File: src/rtl/exc_seq_pkg.sv
// Package: shared constants for the exception entry sequencer.
// Assumes a 32-bit machine state word and an 8-bit class code.
package exc_seq_pkg;

    localparam int WORD_W  = 32;
    localparam int CAUSE_W = 13;

    // Exception class codes; the handler vector is derived from them.
    localparam logic [7:0] EC_RESET  = 8'h01;
    localparam logic [7:0] EC_MCHK   = 8'h02;
    localparam logic [7:0] EC_DFAULT = 8'h03;
    localparam logic [7:0] EC_IFAULT = 8'h04;
    localparam logic [7:0] EC_EXT    = 8'h05;
    localparam logic [7:0] EC_ALIGN  = 8'h06;
    localparam logic [7:0] EC_PROG   = 8'h07;
    localparam logic [7:0] EC_FPUNAV = 8'h08;
    localparam logic [7:0] EC_DEC    = 8'h09;
    localparam logic [7:0] EC_SYSC   = 8'h0C;
    localparam logic [7:0] EC_TRACE  = 8'h0D;
    localparam logic [7:0] EC_FPAST  = 8'h0E;

    // Machine state word bit positions.
    localparam int SB_POW = 18;
    localparam int SB_ILE = 16;
    localparam int SB_EE  = 15;
    localparam int SB_PR  = 14;
    localparam int SB_FP  = 13;
    localparam int SB_ME  = 12;
    localparam int SB_FE0 = 11;
    localparam int SB_SE  = 10;
    localparam int SB_BE  = 9;
    localparam int SB_FE1 = 8;
    localparam int SB_IP  = 6;
    localparam int SB_IR  = 5;
    localparam int SB_DR  = 4;
    localparam int SB_RI  = 1;
    localparam int SB_LE  = 0;

    // Cause vector positions.
    localparam int CB_MISS   = 0;
    localparam int CB_PROT   = 1;
    localparam int CB_UNSUP  = 2;
    localparam int CB_DIRECT = 3;
    localparam int CB_STORE  = 4;
    localparam int CB_BRK    = 5;
    localparam int CB_XCTL   = 6;
    localparam int CB_NOEXEC = 7;
    localparam int CB_GUARD  = 8;
    localparam int CB_FPX    = 9;
    localparam int CB_ILL    = 10;
    localparam int CB_PRIV   = 11;
    localparam int CB_TRAP   = 12;

    localparam int          VEC_SHIFT  = 8;
    localparam logic [31:0] RESET_BIAS = 32'h000F_FC00;

    typedef enum logic [1:0] {
        ACT_NONE  = 2'd0,
        ACT_TAKE  = 2'd1,
        ACT_DEFER = 2'd2,
        ACT_FATAL = 2'd3
    } entry_act_e;

endpackage

File: src/rtl/exc_classify.sv
// Decides what an entry request does: take, defer, drop or halt.
// It also picks the return-address flavour.
// Assumes the inputs are stable for the cycle in which they are evaluated.
module exc_classify
    import exc_seq_pkg::*;
(
    input  logic [7:0]         code,
    input  logic [CAUSE_W-1:0] cause,
    input  logic [WORD_W-1:0]  msr,
    input  logic               halted,
    output entry_act_e         act,
    output logic               ret_cur
);

    // Classify the request by class code and gating bits.
    always_comb begin
        act     = ACT_NONE;
        ret_cur = 1'b0;
        if (!halted) begin
            unique case (code)
                EC_RESET, EC_DFAULT, EC_IFAULT,
                EC_SYSC, EC_TRACE, EC_FPAST: act = ACT_TAKE;
                EC_MCHK:  act = msr[SB_ME] ? ACT_TAKE : ACT_FATAL;
                EC_EXT, EC_DEC: act = msr[SB_EE] ? ACT_TAKE : ACT_DEFER;
                EC_ALIGN, EC_FPUNAV: begin
                    act     = ACT_TAKE;
                    ret_cur = 1'b1;
                end
                EC_PROG: begin
                    ret_cur = 1'b1;
                    if (cause[CB_FPX] && !msr[SB_FE0] && !msr[SB_FE1])
                        act = ACT_NONE;
                    else
                        act = ACT_TAKE;
                end
                default: act = ACT_NONE;
            endcase
        end
    end

endmodule

File: src/rtl/exc_cause_pack.sv
// Packs cause bits into the saved state word and the data fault status word.
// Assumes at most one program cause matters; a fixed priority picks it.
module exc_cause_pack
    import exc_seq_pkg::*;
(
    input  logic [7:0]         code,
    input  logic [CAUSE_W-1:0] cause,
    input  logic [WORD_W-1:0]  msr,
    output logic [WORD_W-1:0]  saved_word,
    output logic [WORD_W-1:0]  fault_word
);

    localparam logic [WORD_W-1:0] LOW_HALF = WORD_W'(32'h0000_FFFF);

    logic [WORD_W-1:0] prog_bits;
    logic [WORD_W-1:0] ifault_bits;

    // Program cause encoding, highest priority first.
    always_comb begin
        prog_bits     = '0;
        prog_bits[16] = 1'b1;
        if (cause[CB_FPX])       prog_bits[20] = 1'b1;
        else if (cause[CB_ILL])  prog_bits[19] = 1'b1;
        else if (cause[CB_PRIV]) prog_bits[18] = 1'b1;
        else if (cause[CB_TRAP]) prog_bits[17] = 1'b1;
    end

    // Instruction fault cause encoding.
    always_comb begin
        ifault_bits = '0;
        if (cause[CB_MISS])
            ifault_bits[30] = 1'b1;
        else if (cause[CB_NOEXEC] || cause[CB_GUARD] || cause[CB_DIRECT])
            ifault_bits[28] = 1'b1;
        else
            ifault_bits[27] = 1'b1;
    end

    // Saved state word per class.
    always_comb begin
        unique case (code)
            EC_DFAULT: saved_word = msr & LOW_HALF;
            EC_IFAULT: saved_word = (msr & LOW_HALF) | ifault_bits;
            EC_PROG:   saved_word = (msr & LOW_HALF) | prog_bits;
            default:   saved_word = msr;
        endcase
    end

    // Data fault status word.
    always_comb begin
        fault_word = '0;
        if (cause[CB_MISS]) begin
            fault_word[30] = 1'b1;
        end else if (cause[CB_PROT]) begin
            fault_word[27] = 1'b1;
        end else if (cause[CB_UNSUP]) begin
            fault_word[31] = 1'b1;
            fault_word[26] = cause[CB_DIRECT];
        end
        fault_word[25] = cause[CB_STORE];
        fault_word[22] = cause[CB_BRK];
        fault_word[20] = cause[CB_XCTL];
    end

endmodule

File: src/rtl/exc_state_update.sv
// Builds the machine state word loaded on exception entry.
// Assumes the caller flags machine check entries so ME can be cleared.
module exc_state_update
    import exc_seq_pkg::*;
(
    input  logic [WORD_W-1:0] msr,
    input  logic              is_mchk,
    output logic [WORD_W-1:0] msr_new
);

    localparam int N_CLR = 11;
    localparam int CLR_POS [N_CLR] = '{SB_POW, SB_EE, SB_PR, SB_FP, SB_FE0,
                                       SB_SE, SB_BE, SB_FE1, SB_IR, SB_DR,
                                       SB_RI};

    logic [WORD_W-1:0] clr_mask;

    // Build the clear mask from the position list.
    generate
        for (genvar b = 0; b < WORD_W; b++) begin : g_mask
            logic hit;
            always_comb begin
                hit = 1'b0;
                for (int k = 0; k < N_CLR; k++)
                    if (CLR_POS[k] == b) hit = 1'b1;
                clr_mask[b] = hit;
            end
        end
    endgenerate

    // Apply the clears, copy ILE to LE, and drop ME on machine check.
    always_comb begin
        msr_new        = msr & ~clr_mask;
        msr_new[SB_LE] = msr[SB_ILE];
        if (is_mchk) msr_new[SB_ME] = 1'b0;
    end

endmodule

File: src/rtl/exc_entry_seq.sv
// Exception entry sequencer top. It registers every entry result one clock
// after the entry pulse, tracks deferred interrupts, and latches a fatal halt.
// Assumes entry_valid is a single-cycle pulse per request.
module exc_entry_seq
    import exc_seq_pkg::*;
#(
    parameter int ADDR_W = 32,
    parameter int CODE_W = 8
) (
    input  logic               clk,
    input  logic               rst_n,
    input  logic               entry_valid,
    input  logic [CODE_W-1:0]  exc_code,
    input  logic [CAUSE_W-1:0] cause,
    input  logic [ADDR_W-1:0]  nia,
    input  logic [WORD_W-1:0]  msr_in,
    output logic               taken,
    output logic               flush,
    output logic [ADDR_W-1:0]  new_pc,
    output logic [ADDR_W-1:0]  srr0,
    output logic [WORD_W-1:0]  srr1,
    output logic [WORD_W-1:0]  dsisr,
    output logic [WORD_W-1:0]  msr_out,
    output logic               pend_ext,
    output logic               pend_dec,
    output logic               halted
);

    localparam logic [ADDR_W-1:0] INSN_BYTES = ADDR_W'(4);

    logic [7:0]        code8;
    entry_act_e        act;
    logic              ret_cur;
    logic [WORD_W-1:0] saved_word;
    logic [WORD_W-1:0] fault_word;
    logic [WORD_W-1:0] msr_new;
    logic [ADDR_W-1:0] vec_base;
    logic [ADDR_W-1:0] vec_addr;
    logic [ADDR_W-1:0] ret_addr;

    assign code8 = 8'(exc_code);

    exc_classify u_classify (
        .code    (code8),
        .cause   (cause),
        .msr     (msr_in),
        .halted  (halted),
        .act     (act),
        .ret_cur (ret_cur)
    );

    exc_cause_pack u_pack (
        .code       (code8),
        .cause      (cause),
        .msr        (msr_in),
        .saved_word (saved_word),
        .fault_word (fault_word)
    );

    exc_state_update u_state (
        .msr     (msr_in),
        .is_mchk (code8 == EC_MCHK),
        .msr_new (msr_new)
    );

    // Handler vector, with the reset relocation bias when IP is set.
    always_comb begin
        vec_base = ADDR_W'(exc_code);
        if (code8 == EC_RESET && msr_in[SB_IP])
            vec_base = vec_base + ADDR_W'(RESET_BIAS);
        vec_addr = vec_base << VEC_SHIFT;
    end

    // Return address: current instruction or next instruction.
    assign ret_addr = ret_cur ? (nia - INSN_BYTES) : nia;

    // Register the entry results, the pending flags and the halt latch.
    always_ff @(posedge clk) begin
        if (!rst_n) begin
            taken    <= 1'b0;
            flush    <= 1'b0;
            new_pc   <= '0;
            srr0     <= '0;
            srr1     <= '0;
            dsisr    <= '0;
            msr_out  <= '0;
            pend_ext <= 1'b0;
            pend_dec <= 1'b0;
            halted   <= 1'b0;
        end else begin
            taken <= 1'b0;
            flush <= 1'b0;
            if (entry_valid) begin
                unique case (act)
                    ACT_TAKE: begin
                        taken   <= 1'b1;
                        flush   <= 1'b1;
                        new_pc  <= vec_addr;
                        srr0    <= ret_addr;
                        srr1    <= saved_word;
                        msr_out <= msr_new;
                        if (code8 == EC_DFAULT) dsisr    <= fault_word;
                        if (code8 == EC_EXT)    pend_ext <= 1'b0;
                        if (code8 == EC_DEC)    pend_dec <= 1'b0;
                    end
                    ACT_DEFER: begin
                        if (code8 == EC_EXT) pend_ext <= 1'b1;
                        else                 pend_dec <= 1'b1;
                    end
                    ACT_FATAL: halted <= 1'b1;
                    default: ;
                endcase
            end
        end
    end

endmodule

File: config.mk
export PLATFORM = sky130hd
export DESIGN_NAME = exc_entry_seq
export DESIGN_NICKNAME = d
export VERILOG_FILES = /design/src/rtl/exc_seq_pkg.sv /design/src/rtl/exc_classify.sv /design/src/rtl/exc_cause_pack.sv /design/src/rtl/exc_state_update.sv /design/src/rtl/exc_entry_seq.sv
export SDC_FILE = /design/constraint.sdc
export NUM_CORES = 1
export LEC_CHECK = 0
export BUFFER_PORTS_ARGS = -buffer_cell sky130_fd_sc_hd__buf_2
export CAP_MARGIN = 25
export CORE_MARGIN = 1
export CORE_UTILIZATION = 49
export CTS_CLUSTER_DIAMETER = 50
export DETAILED_ROUTE_END_ITERATION = 8
export PLACE_DENSITY = 0.95
export SLEW_MARGIN = 10
export SYNTH_ARGS = -nofsm -noshare
export SYNTH_HDL_FRONTEND = slang
export SYNTH_SLANG_ARGS = --single-unit
File: constraint.sdc
create_clock -name clk -period 7.82 [get_ports clk]
set_input_delay 0.391 -clock clk [delete_from_list [all_inputs] [get_ports clk]]
set_output_delay 0.391 -clock clk [all_outputs]
set_load 0.05 [all_outputs]
## After elaboration in Yosys (flattened, before gate mapping)

Index checks and enable logic that the tools add are counted.

| word-level totals | value |
|---|---|
| bits of input ports | 88 |
| logic and storage cells | 85 |
| output and inout bits | 165 |
| register bits | 120 |

| operators by class | value |
|---|---|
| eq/ne operators | 19 |
| muxes and demuxes | 36 |
| bitwise logic cells | 2 |
| add/sub/neg operators | 2 |
| reduce and logical (&&, ||, !) cells | 17 |

Operators with widths:

| kind | number |
|---|---|
| $pmux 32 s3 | 1 |
| $eq 8x4->1 const B | 5 |
| $eq 8x3->1 const B | 4 |
| $mux 32 | 1 |
| $sub 32x3->32 const B | 1 |
| $or 16x31->31 | 1 |
| $mux 1 | 23 |
| $add 8x20->21 const B | 1 |
| $mux 21 | 1 |
| $or 16x21->21 | 1 |
| $eq 8x2->1 const B | 2 |
| $mux 2 | 6 |
| $eq 8x1->1 const B | 1 |
| $ne 2x2->1 const B | 4 |
| $pmux 2 s4 | 1 |
| $reduce_and 4->1 | 2 |
| $reduce_or 8->1 | 1 |
| $reduce_and 2->1 | 3 |
| $eq 2x2->1 const B | 2 |
| $pmux 1 s2 | 2 |
| $logic_and 1x1->1 | 3 |
| $mux 3 | 1 |
| $reduce_and 3->1 | 1 |
| $reduce_or 3->1 | 1 |
| 5 further kinds | 7 |

## Longest topological paths before layout

Gate-level depths: netlist (run 1).

| depth | value |
|---|---|
| word-level depth | 9 |
| depth in mapped cells | 12 |
| mapped depth without buffers | 11 |

## Modules after synthesis

Synthesis (run 1) repeated with hierarchy kept, for this count alone.

| second synthesis, totals | value |
|---|---|
| cells, all modules | 882 |
| area, all modules | 6,840.3 µm² |

Modules (own cells, without submodules):

| module | cells each | times used | sequential area each (µm²) | area each (µm²) |
|---|---|---|---|---|
| exc_entry_seq | 729 | 1 | 2,822.7 | 5,749.3 |
| exc_cause_pack | 96 | 1 | 0.0 | 675.6 |
| exc_state_update | 33 | 1 | 0.0 | 250.2 |
| exc_classify | 24 | 1 | 0.0 | 165.2 |

## Worst setup path before layout (run 1)

Ideal clock, no wire load.

| path | value |
|---|---|
| path type | input to register |
| start point | input exc_code[4] |
| end point | register dsisr[20] |
| path slack | 4,928 ps |
| data required time | 7,692 ps |
| path buffers | 0 |
| stages on the path | 10 |
| arrival | 2,764 ps |
| library setup time | 128 ps |
| path through | nor4_1 -> and2_1 -> o21ai_0 -> nor3b_1 -> a21o_1 -> ha_1 -> nand2_1 -> nor3_2 -> mux2i_1 -> nor2_1 |

| on the way | value |
|---|---|
| cells in the longest elaborated chain, start to end | 6 |
| elaborated cells between the ends (all ways) | 18 |
| those cells by class | 13 x eq/ne; 2 x mux; 3 x reduce/logical |

RTL lines:

| what | line | source |
|---|---|---|
| start: declaration | exc_entry_seq.sv:13 | `input logic [CODE_W-1:0] exc_code,` |
| $eq 8x1->1 (tied with other cells) | exc_classify.sv:20 | `unique case (code)` |
| $reduce_or 8->1 (no source line) / $reduce_or 2->1 (equally long branches) | - |  |
| $pmux 2 s4 | exc_classify.sv:20 |  |
| $mux 2 | exc_classify.sv:19 | `if (!halted) begin` |
| $eq 2x1->1 | exc_entry_seq.sv:94 | `unique case (act)` |
| $reduce_and 3->1 (no source line) * | - |  |
| end signal: assignment | exc_entry_seq.sv:102 | `if (code8 == EC_DFAULT) dsisr <= fault_word;` |
| end: declaration | exc_entry_seq.sv:22 | `output logic [WORD_W-1:0] dsisr,` |

Every way passes the cells marked *; elsewhere a longest branch is shown, timed or not.
A chain may end at the register's enable or synchronous reset.

## Final worst setup path (run 1)

| path | value |
|---|---|
| start point | input exc_code[4] |
| end point | register srr0[31] |

| on the way | value |
|---|---|
| cells in the longest elaborated chain, start to end | 6 |
| elaborated cells between the ends (all ways) | 22 |
| those cells by class | 13 x eq/ne; 5 x mux; 4 x reduce/logical |

RTL lines:

| what | line | source |
|---|---|---|
| $eq 8x1->1 (tied with other cells) | exc_classify.sv:20 |  |
| $reduce_or 8->1 (no source line) / $reduce_or 2->1 (equally long branches) | - |  |
| $pmux 2 s4 | exc_classify.sv:20 |  |
| $mux 2 | exc_classify.sv:19 |  |
| $eq 2x1->1 | exc_entry_seq.sv:94 |  |
| $reduce_and 2->1 (no source line) | - |  |
| end signal: assignment | exc_entry_seq.sv:99 | `srr0 <= ret_addr;` |
| end: declaration | exc_entry_seq.sv:20 | `output logic [ADDR_W-1:0] srr0,` |

Several ways; a longest one is shown, not always the timed one.

==> results by stage, run 1 <==
Outcome:
- The run finished with clean final reports.

Clock tree:
- The buffer levels on the longest clock path is 2.
- In this run, post-CTS hold repair placed 0 buffers.
- In this run, post-CTS repair resized a total of 0 instances.
- The clock-pin slew on the worst setup and hold paths is 0.11 ns.
- The clock reaches the later pin of the worst-skew pair after 0.35 ns.
- The post-CTS repair timing setup buffer count is 0.
- TritonCTS built the clock tree.
- The number of clock buffers inserted by TritonCTS is 9.
- The count of H-tree levels built during CTS is 3.
- The root buffer cell chosen for the clock tree is sky130_fd_sc_hd__clkbuf_8.
- The sink count of the clock tree is 100.

STA:
- Adding up every negative setup slack in the final design gives 0 ns.
- Setup repair after global routing left no endpoint under its margin.
- The period utilization is between 30% and 40%.
- The number of failing hold endpoints at the final stage came to 0.
- The final period demand of the worst path is 2.761 ns.
- Across the routed clock network, the largest skew measured is 0.01194 ns.
- The final number of setup-violating endpoints is 0.
- At the pin with the least slew margin, the transition time is 0.7958 ns.
- Measured against its own limit, the worst slew margin works out to 46.62%.
- The max-slew violation total from the final report was 0.
- For this run, the top clock speed supported by timing is 362.2 MHz.

Worst hold path:
- The path class of the tightest hold or removal check is in2reg.
- The worst hold path startpoint is msr_in[4].

Yosys:
- The xor/xnor share of the synthesized area is between 4 and 5%.
- In the synthesized netlist the dominant register cell turns out to be sky130_fd_sc_hd__dfxtp_1.
- Averaged over all synthesized cells, the footprint is 7.950 sq um.
- By area the synthesized netlist is led by sky130_fd_sc_hd__dfxtp_1 41%, sky130_fd_sc_hd__buf_4 9.9%, sky130_fd_sc_hd__a21oi_1 9.1%.
- The mux share of post-synthesis cell area is 1.627%.
- The flop and latch count out of synthesis is 100.
- The area share of and/or/nand/nor cells after synthesis is 21.87%.
- The main combinational cell family by area after synthesis is simple AND/OR/NAND/NOR gates.
- The mapped cell area is between 4000 and 5000 sq um.
- Of the total synthesized cell area, the portion taken by full adders, half adders and majority gates is 1.475%.
- After technology mapping, the gate count stands at roughly 620.
- In this run the biggest area consumer among cell types represents 40.68% of the synthesized area.
- The synthesized netlist devotes between 10% and 20% of its cell area to compound gates.
- The count of warnings emitted by yosys is 0.
- The sequential-to-total area share from yosys stat is between 40 and 50%.
- The fraction of synthesis flops using an asynchronous set or reset pin is 0%.
- After synthesis, the netlist uses 46 different library cells.
- The cell taking the most area after synthesis is sky130_fd_sc_hd__dfxtp_1.
- The number of enable flip-flop cells after synthesis is 0.

Floorplan:
- After floorplanning, the core was sized to cover 9774 sq um.
- The die covers 10,450 sq um.
- Once the floorplan was initialized, standard cells occupied between 50% and 60% of the core.
- The die span in x is 102.2 microns.
- The number of top-level pins is 253.
- The floorplan has 36 rows.
- The vertical die dimension is 102.2 microns.

Detailed routing:
- The first TritonRoute pass finished after 4 iterations.
- Across all layers, the routed design uses 4,668 vias.
- The overall routed net length is 12,980 microns.
- After detailed routing, the average wire length per cell comes to 14.12 microns.
- Using the TritonRoute via totals, the vias-per-cell ratio works out to approximately 5.
- The violation count after the first detailed-route iteration is 149.
- The count of nets left with antenna violations once routing finished came out at 0.
- The total DRC errors in the routed layout is 0.

Layout:
- For this run, the post-layout net count is 874.
- The ratio of cells with drive above 1 in the final layout is 29.26%.
- The area growth from synthesis to layout is 19.43%.
- The post-route cell area is 5877 sq um.
- For this run, the number of standard cells in the final layout without fillers is 919.
- The count of antenna diodes in the layout is 0.

Critical path:
- The largest fanout on the critical path is slightly above 100.
- The worst register-to-register path has a depth of 5.
- The startpoint of the most critical setup path is exc_code[4].
- STA classifies the critical path startpoint as an input port.
- The worst reg2reg path endpoint is srr0[25].
- In this run the worst setup path terminates at srr0[31].
- The worst setup path is of the in2reg kind.
- The worst reg2reg path startpoint is halted.
- The required arrival time at the worst endpoint is 8.13 ns.
- STA classifies the critical path endpoint as a flip-flop.
- For the worst setup path, the data arrival time is 3.07 ns.
- The flop-to-flop setup slack is 5.39 ns.

Flow run:
- The total of max-cap violations is 0.

Global routing:
- Global routing used 23.96% of the available tracks.
- Entering global routing, the biggest net connects 122 pins.
- After global routing the overflow that remains totals 0.
- The number of antenna violations at the first check in global routing is 0.
- The number of global-route vias before repair is 4,143.
- The global-route wire length before repair is 19,490 microns.

Placed design:
- During placement, the flow inserted port buffers numbering 202.
- The instance area at placement is 5665 sq um.
- The count of placed standard cells including taps is 902.
- Detailed placement ended at an HPWL of about 9400 microns.
- The weighted congestion at the end of routability-driven global placement is 0.8226.

Power:
- The total power density per cell area is 167.5 nW/um^2.
- The leakage power figure is 2.588 nW.
- The worst vdd rail ir drop is ~95 uV.
==> worst min-delay path by stage <==
stage	cells past startpoint	end	slack, ns
6_report	3	srr1[4]	0.26
3_5_place_dp	2	msr_out[12]	0.44
4_1_cts	3	srr1[4]	0.24
3_3_place_gp	2	srr1[31]	0.44
2_1_floorplan	2	msr_out[16]	0.53
5_1_grt	3	srr1[4]	0.24
==> critical path: stages <==
cell and delay, ns:
sky130_fd_sc_hd__buf_2 0.11, sky130_fd_sc_hd__nor4_1 0.31, sky130_fd_sc_hd__buf_4 0.21, sky130_fd_sc_hd__and2_1 0.18, sky130_fd_sc_hd__o21ai_0 0.12, sky130_fd_sc_hd__nor3b_1 0.27, sky130_fd_sc_hd__a21o_1 0.15, sky130_fd_sc_hd__ha_1 0.19
sky130_fd_sc_hd__and2_4 0.32, sky130_fd_sc_hd__buf_16 0.32, sky130_fd_sc_hd__and3_1 0.23, sky130_fd_sc_hd__o21ai_0 0.09, sky130_fd_sc_hd__nand3_1 0.09
==> registers in the layout, indices dropped and copies added, names as in the netlist <==
signal / cells
pend_dec: 1
srr1: 32
srr0: 32
dsisr: 7
msr_out: 16
new_pc: 9
halted: 1
pend_ext: 1
flush: 1
==> per-layer routing <==
metal	vias to the layer above	routed length, microns	GRT usage, %
li1	2326	-	-
met1	2143	5252	27.66
met2	182	6600	42.13
met3	17	879	6.293
met4	0	246	9.560
met5	-	0	0
==> cell usage after synthesis (all sizes together) (5+ instances only) <==
library cell and count:
o21ai 39, nand2b 6, nor4 14, nor2 27, nand2 105, mux2i 8, clkbuf 35, or4 6
xnor2 23, nand3 18, a21oi 89, dfxtp 100, ha 5, nor3 12, buf 69, or3 8
inv 7
==> per-stage QoR <==
| step | setup slack, ns | util, % | total power [mW] | hold slack (ns) |
|---|---|---|---|---|
| after floorplan | 4.928 | - | 0.6592 | 0.5270 |
| after global placement | 4.471 | 57.76 | 0.6823 | 0.4357 |
| after detailed placement | 4.466 | 57.96 | 0.6853 | 0.4426 |
| after CTS | 4.815 | 59.84 | 0.9943 | 0.2395 |
| after global routing | 4.695 | 60.13 | 1.028 | 0.2409 |
| final | 5.059 | 60.13 | 0.9843 | 0.2558 |
==> final cells by class <==
| class | instances | area (sq um) |
|---|---|---|
| Tap cell | 133 | 166.4 |
| Inverter | 7 | 26.28 |
| Sequential cell | 100 | 2002 |
| Clock inverter | 7 | 60.06 |
| Multi-Input combinational cell | 457 | 2425 |
| Clock buffer | 9 | 123.9 |
| Timing Repair Buffer | 206 | 1074 |
| Fill cell | 889 | 3897 |
==> layout by cell type, fill, tap and decap left out, types with 3 or more instances in the layout <==
cell type                    n
sky130_fd_sc_hd__xor2_1      4
sky130_fd_sc_hd__nand3b_1    4
sky130_fd_sc_hd__mux2i_1     8
sky130_fd_sc_hd__nor2_1     27
sky130_fd_sc_hd__inv_1       6
sky130_fd_sc_hd__or4_1       5
sky130_fd_sc_hd__or3_1       8
sky130_fd_sc_hd__clkbuf_8    9
sky130_fd_sc_hd__nand4_1     3
sky130_fd_sc_hd__nor3_1     11
sky130_fd_sc_hd__and2_1      3
sky130_fd_sc_hd__nand2_1   104
sky130_fd_sc_hd__a21oi_1    89
sky130_fd_sc_hd__nand2b_1    6
sky130_fd_sc_hd__ha_1        5
sky130_fd_sc_hd__conb_1     50
sky130_fd_sc_hd__dfxtp_1   100
sky130_fd_sc_hd__buf_2     202
sky130_fd_sc_hd__o21ai_0    39
sky130_fd_sc_hd__nand3_1    18
sky130_fd_sc_hd__inv_6       3
sky130_fd_sc_hd__nor4_1     14
sky130_fd_sc_hd__a32oi_1     4
sky130_fd_sc_hd__nand4b_1    4
sky130_fd_sc_hd__xnor2_1    23
==> report_power, final <==
group	internal, mW	switching (mW)	total (mW)
logic	0.0361	0.121	0.157
clock network	0.121	0.189	0.309
registers	0.515	0.00277	0.518
==> kinds of logic after synthesis <==
logic type               Yosys count
other                              1
buffers and inverters            111
flip-flops                       100
AND/OR/NAND/NOR                  222
adder cells (fa/ha/maj)            6
XOR/XNOR                          27
AO/OA/AOI/OAI                    144
multiplexers                       8
Note: power is estimated with default switching activity, not from simulation.
==> run 2, diff against run 1 <==
--- a/config.mk
+++ b/config.mk
@@ -8,10 +8,10 @@
 export BUFFER_PORTS_ARGS = -buffer_cell sky130_fd_sc_hd__buf_2
 export CAP_MARGIN = 25
 export CORE_MARGIN = 1
-export CORE_UTILIZATION = 49
+export CORE_UTILIZATION = 41
 export CTS_CLUSTER_DIAMETER = 50
 export DETAILED_ROUTE_END_ITERATION = 8
-export PLACE_DENSITY = 0.95
+export PLACE_DENSITY = 0.88
 export SLEW_MARGIN = 10
 export SYNTH_ARGS = -nofsm -noshare
 export SYNTH_HDL_FRONTEND = slang
==> constraint.sdc (replaced) <==
create_clock -name clk -period 2.4 [get_ports clk]
set_input_delay 0.12 -clock clk [delete_from_list [all_inputs] [get_ports clk]]
set_output_delay 0.12 -clock clk [all_outputs]
set_load 0.05 [all_outputs]
==> run 2 against run 1 <==
Compared with the run above:
- the flow now finishes with violations (DRC)
- clock-buffer cell count is the same
- combinational power grew to 3.4 times the previous value
- critical path depth shrank 7
- largest power group unchanged
- sequential share of layout area shrank 1.6 points
- clock power grew to 4.3 times the previous value
- first-iteration DRC count grew to 2.8 times the previous value
- register-to-register slack lost 5.1 ns
- power grew to 3.6 times the previous value
==> results by stage, run 2 (same netlist as run 1, synthesis figures left out) <==
Outcome:
- The flow ran to the end, but the final reports show violations.
- The final reports fail on DRC.

Critical path:
- The cell family contributing the most delay on the critical path is simple AND/OR/NAND/NOR gates.
- The combined buffer and inverter count along the critical path is 1 (-2).
- STA classifies the critical path startpoint as a flip-flop.
- The peak per-stage delay on the critical path came to 0.46 ns (+0.14 ns).
- The classification of the worst setup path is reg2reg.
- The critical path data arrival time is 2.30 ns (-0.77 ns).
- The largest fanout on the critical path came to 9 (-91%).
- The startpoint identified for the worst register-to-register timing path is halted.
- The critical path goes through nor4_1 -> buf_4 -> nand3_1 -> nor4_1 -> xnor2_1 -> a21oi_1.
- The required arrival time at the worst endpoint came to 2.63 ns (-5.50 ns).
- The most numerous cell type found on the critical path is sky130_fd_sc_hd__nor4_1.
- The startpoint of the most critical setup path is halted.
- The standard cell with the maximum stage delay on the critical path is sky130_fd_sc_hd__nor4_1.
- The worst setup path is captured at a flip-flop.

Layout:
- The library cell used most frequently in the layout, excluding fill and tap cells, is sky130_fd_sc_hd__buf_2.
- The total number of nets in the final design is 894 (+2.3%).
- The footprint of the flip-flops and latches is 2002 sq um (unchanged).
- The area added between synthesis and finish is 25.40%.
- The top cell types in the final layout, fill and taps aside, are 202 x sky130_fd_sc_hd__buf_2, 104 x sky130_fd_sc_hd__nand2_1, 100 x sky130_fd_sc_hd__dfxtp_1.
- The core occupancy in the finished layout is 53.36% (-6.8 points).
- The area of the multi-input gates was 2446 sq um (+0.88%).
- The layout filler cell count is 1,088 (+22%).
- The ratio of cells with drive above 1 in the final layout came to 30.97% (+1.7 points).
- The count of antenna diodes in the layout is 0 (unchanged).
- The largest registers in the layout are srr0: 32 flops, srr1: 32 flops, msr_out: 16 flops.

Detailed routing:
- The total number of vias is 4,768 (+2.1%).
- The number of vias per cell is 5.035 (-0.88%).
- The number of detailed-route iterations in the first pass is 6 (+2).
- The violation count after the first detailed-route iteration is 417 (+180%).
- The average routed wire per standard cell is 14.18 microns (+0.38%).
- The total DRC errors in the routed layout is 20 (+20).
- The number of routed nets with antenna violations is 0 (unchanged).
- The overall routed net length was 13,430 microns (+3.4%).

Global routing:
- The overall routing resource usage is 21.09% (-2.9 points).
- The maximum number of pins on one net before global-route repair was 66 (-46%).
- The number of antenna violations at the first check in global routing was 0 (unchanged).
- The aggregate global routing overflow was 0 (unchanged).
- The global-route wire length before repair is 20,940 microns (+7.4%).
- The number of global-route vias before repair is 4,186 (+1.0%).

Clock tree:
- The post-CTS repair timing setup buffer count is 0 (unchanged).
- The count of H-tree levels built during CTS was 3 (unchanged).
- The clock tree from TritonCTS is built.
- The sink count of the clock tree is 100 (unchanged).
- The cell chosen for the clock root is sky130_fd_sc_hd__clkbuf_16.
- The post-cts resize count came to 0 (unchanged).
- The clock-pin slew on the worst setup and hold paths is 0.07 ns (-0.04 ns).
- The number of clock buffers inserted by TritonCTS is 9 (unchanged).
- The number of buffers inserted for hold repair after clock tree synthesis is 0 (unchanged).
- The buffer levels on the longest clock path is 2 (unchanged).
- The worst-skew pair later-pin latency came to 0.34 ns (about the same).

Placed design:
- The post-detailed-placement half-perimeter wirelength came to 10,010 microns (+6.3%).
- The number of buffers inserted by port buffering came to 202 (unchanged).
- The weighted congestion at the end of routability-driven global placement is 0.8449 (+2.7%).

STA:
- The max-slew violation total from the final report is 0 (unchanged).
- The final period demand of the worst path is 2.075 ns.
- Setup repair after global routing left no endpoint under its margin.
- The worst path uses just under 90% of the clock period.
- The slew at the pin closest to its max-slew limit is 0.6951 ns (-0.1007 ns).
- The worst clock skew came to 0.008831 ns (-0.003109 ns).
- The final-layout worst hold slack came to 0.01719 ns (-0.2386 ns).
- The total negative setup slack came to 0 ns (unchanged).
- For this run, the top clock speed supported by timing is 482.0 MHz.
- The number of failing hold endpoints at the final stage is 0 (unchanged).
- The final number of setup-violating endpoints is 0 (unchanged).
- The relative max-transition margin is 53.66% (+7.0 points).

Floorplan:
- The die span in x is 111.6 microns (+9.1%).
- The total die area was 12,440 sq um (+19%).
- The number of top-level pins is 253 (unchanged).
- The starting density of the core is 42.55% (-7.8 points).
- The number of rows created at floorplan was 39 (+8.3%).
- The vertical die dimension is 111.6 microns (+9.1%).
- The area of the placeable core is 11,560 sq um (+18%).

Power:
- The leakage power figure is 2.736 nW (+5.7%).
- The total power density per cell area came to 574.7 nW/um^2 (+240%).
- The worst vdd rail ir drop was 365.2 uV (+290%).

Worst hold path:
- The class of the tightest hold or removal check is in2reg.
- The worst hold path startpoint is msr_in[1].

Flow run:
- The total of max-cap violations is 0 (unchanged).
## run 2: path summary, 6_finish.rpt
check	end	slack, ns	cells after the start
worst max-delay path	srr0[28]	0.33	6
worst max register to register	srr0[28]	0.33	6
worst min register to register	new_pc[14]	0.45	2
worst min-delay path	srr1[1]	0.02	3
## run 2: tightest hold or removal path: cells and delay by family
| kind | cells | cell delay, ns |
|---|---|---|
| buffers and inverters | 1 | 0.09 |
| and+or+nand+nor | 1 | 0.04 |
| AOI/OAI and AO/OA | 1 | 0.05 |
## run 2: metal layers
layer	track usage, %	part of all wire [%]	vias to the layer above
met4	5.766	1.0	0
met1	25.19	41	2213
met5	0	0	-
li1	-	-	2367
met3	4.954	7.0	9
met2	37.75	51	179
## run 2: area by class of cell
type / instances / share of cell area (%)
Timing Repair Buffer: 226 / 20.32
Sequential cell: 100 / 32.44
Tap cell: 143 / 2.899
Multi-Input combinational cell: 457 / 39.64
Clock buffer: 9 / 3.650
Clock inverter: 5 / 0.6285
Inverter: 7 / 0.4258
## run 2: stage by stage
step	area, sq um	total power, mW	setup slack (ns)	std cells
final	6171	3.546	0.3251	947
after global routing	6171	3.683	0.1165	947
after CTS	6171	3.584	0.3266	947
after detailed placement	5907	2.249	0.01773	933
after global placement	5907	2.244	0.09494	933
after floorplan	5127	2.149	0.09598	668
## run 2: report_power, final
group	total (mW)	leakage (nW)	internal (mW)	switching, mW
clock network	1.33	0.121	0.697	0.636
logic	0.526	1.81	0.126	0.400
registers	1.69	0.807	1.68	0.00932
total	3.55	2.74	2.50	1.05
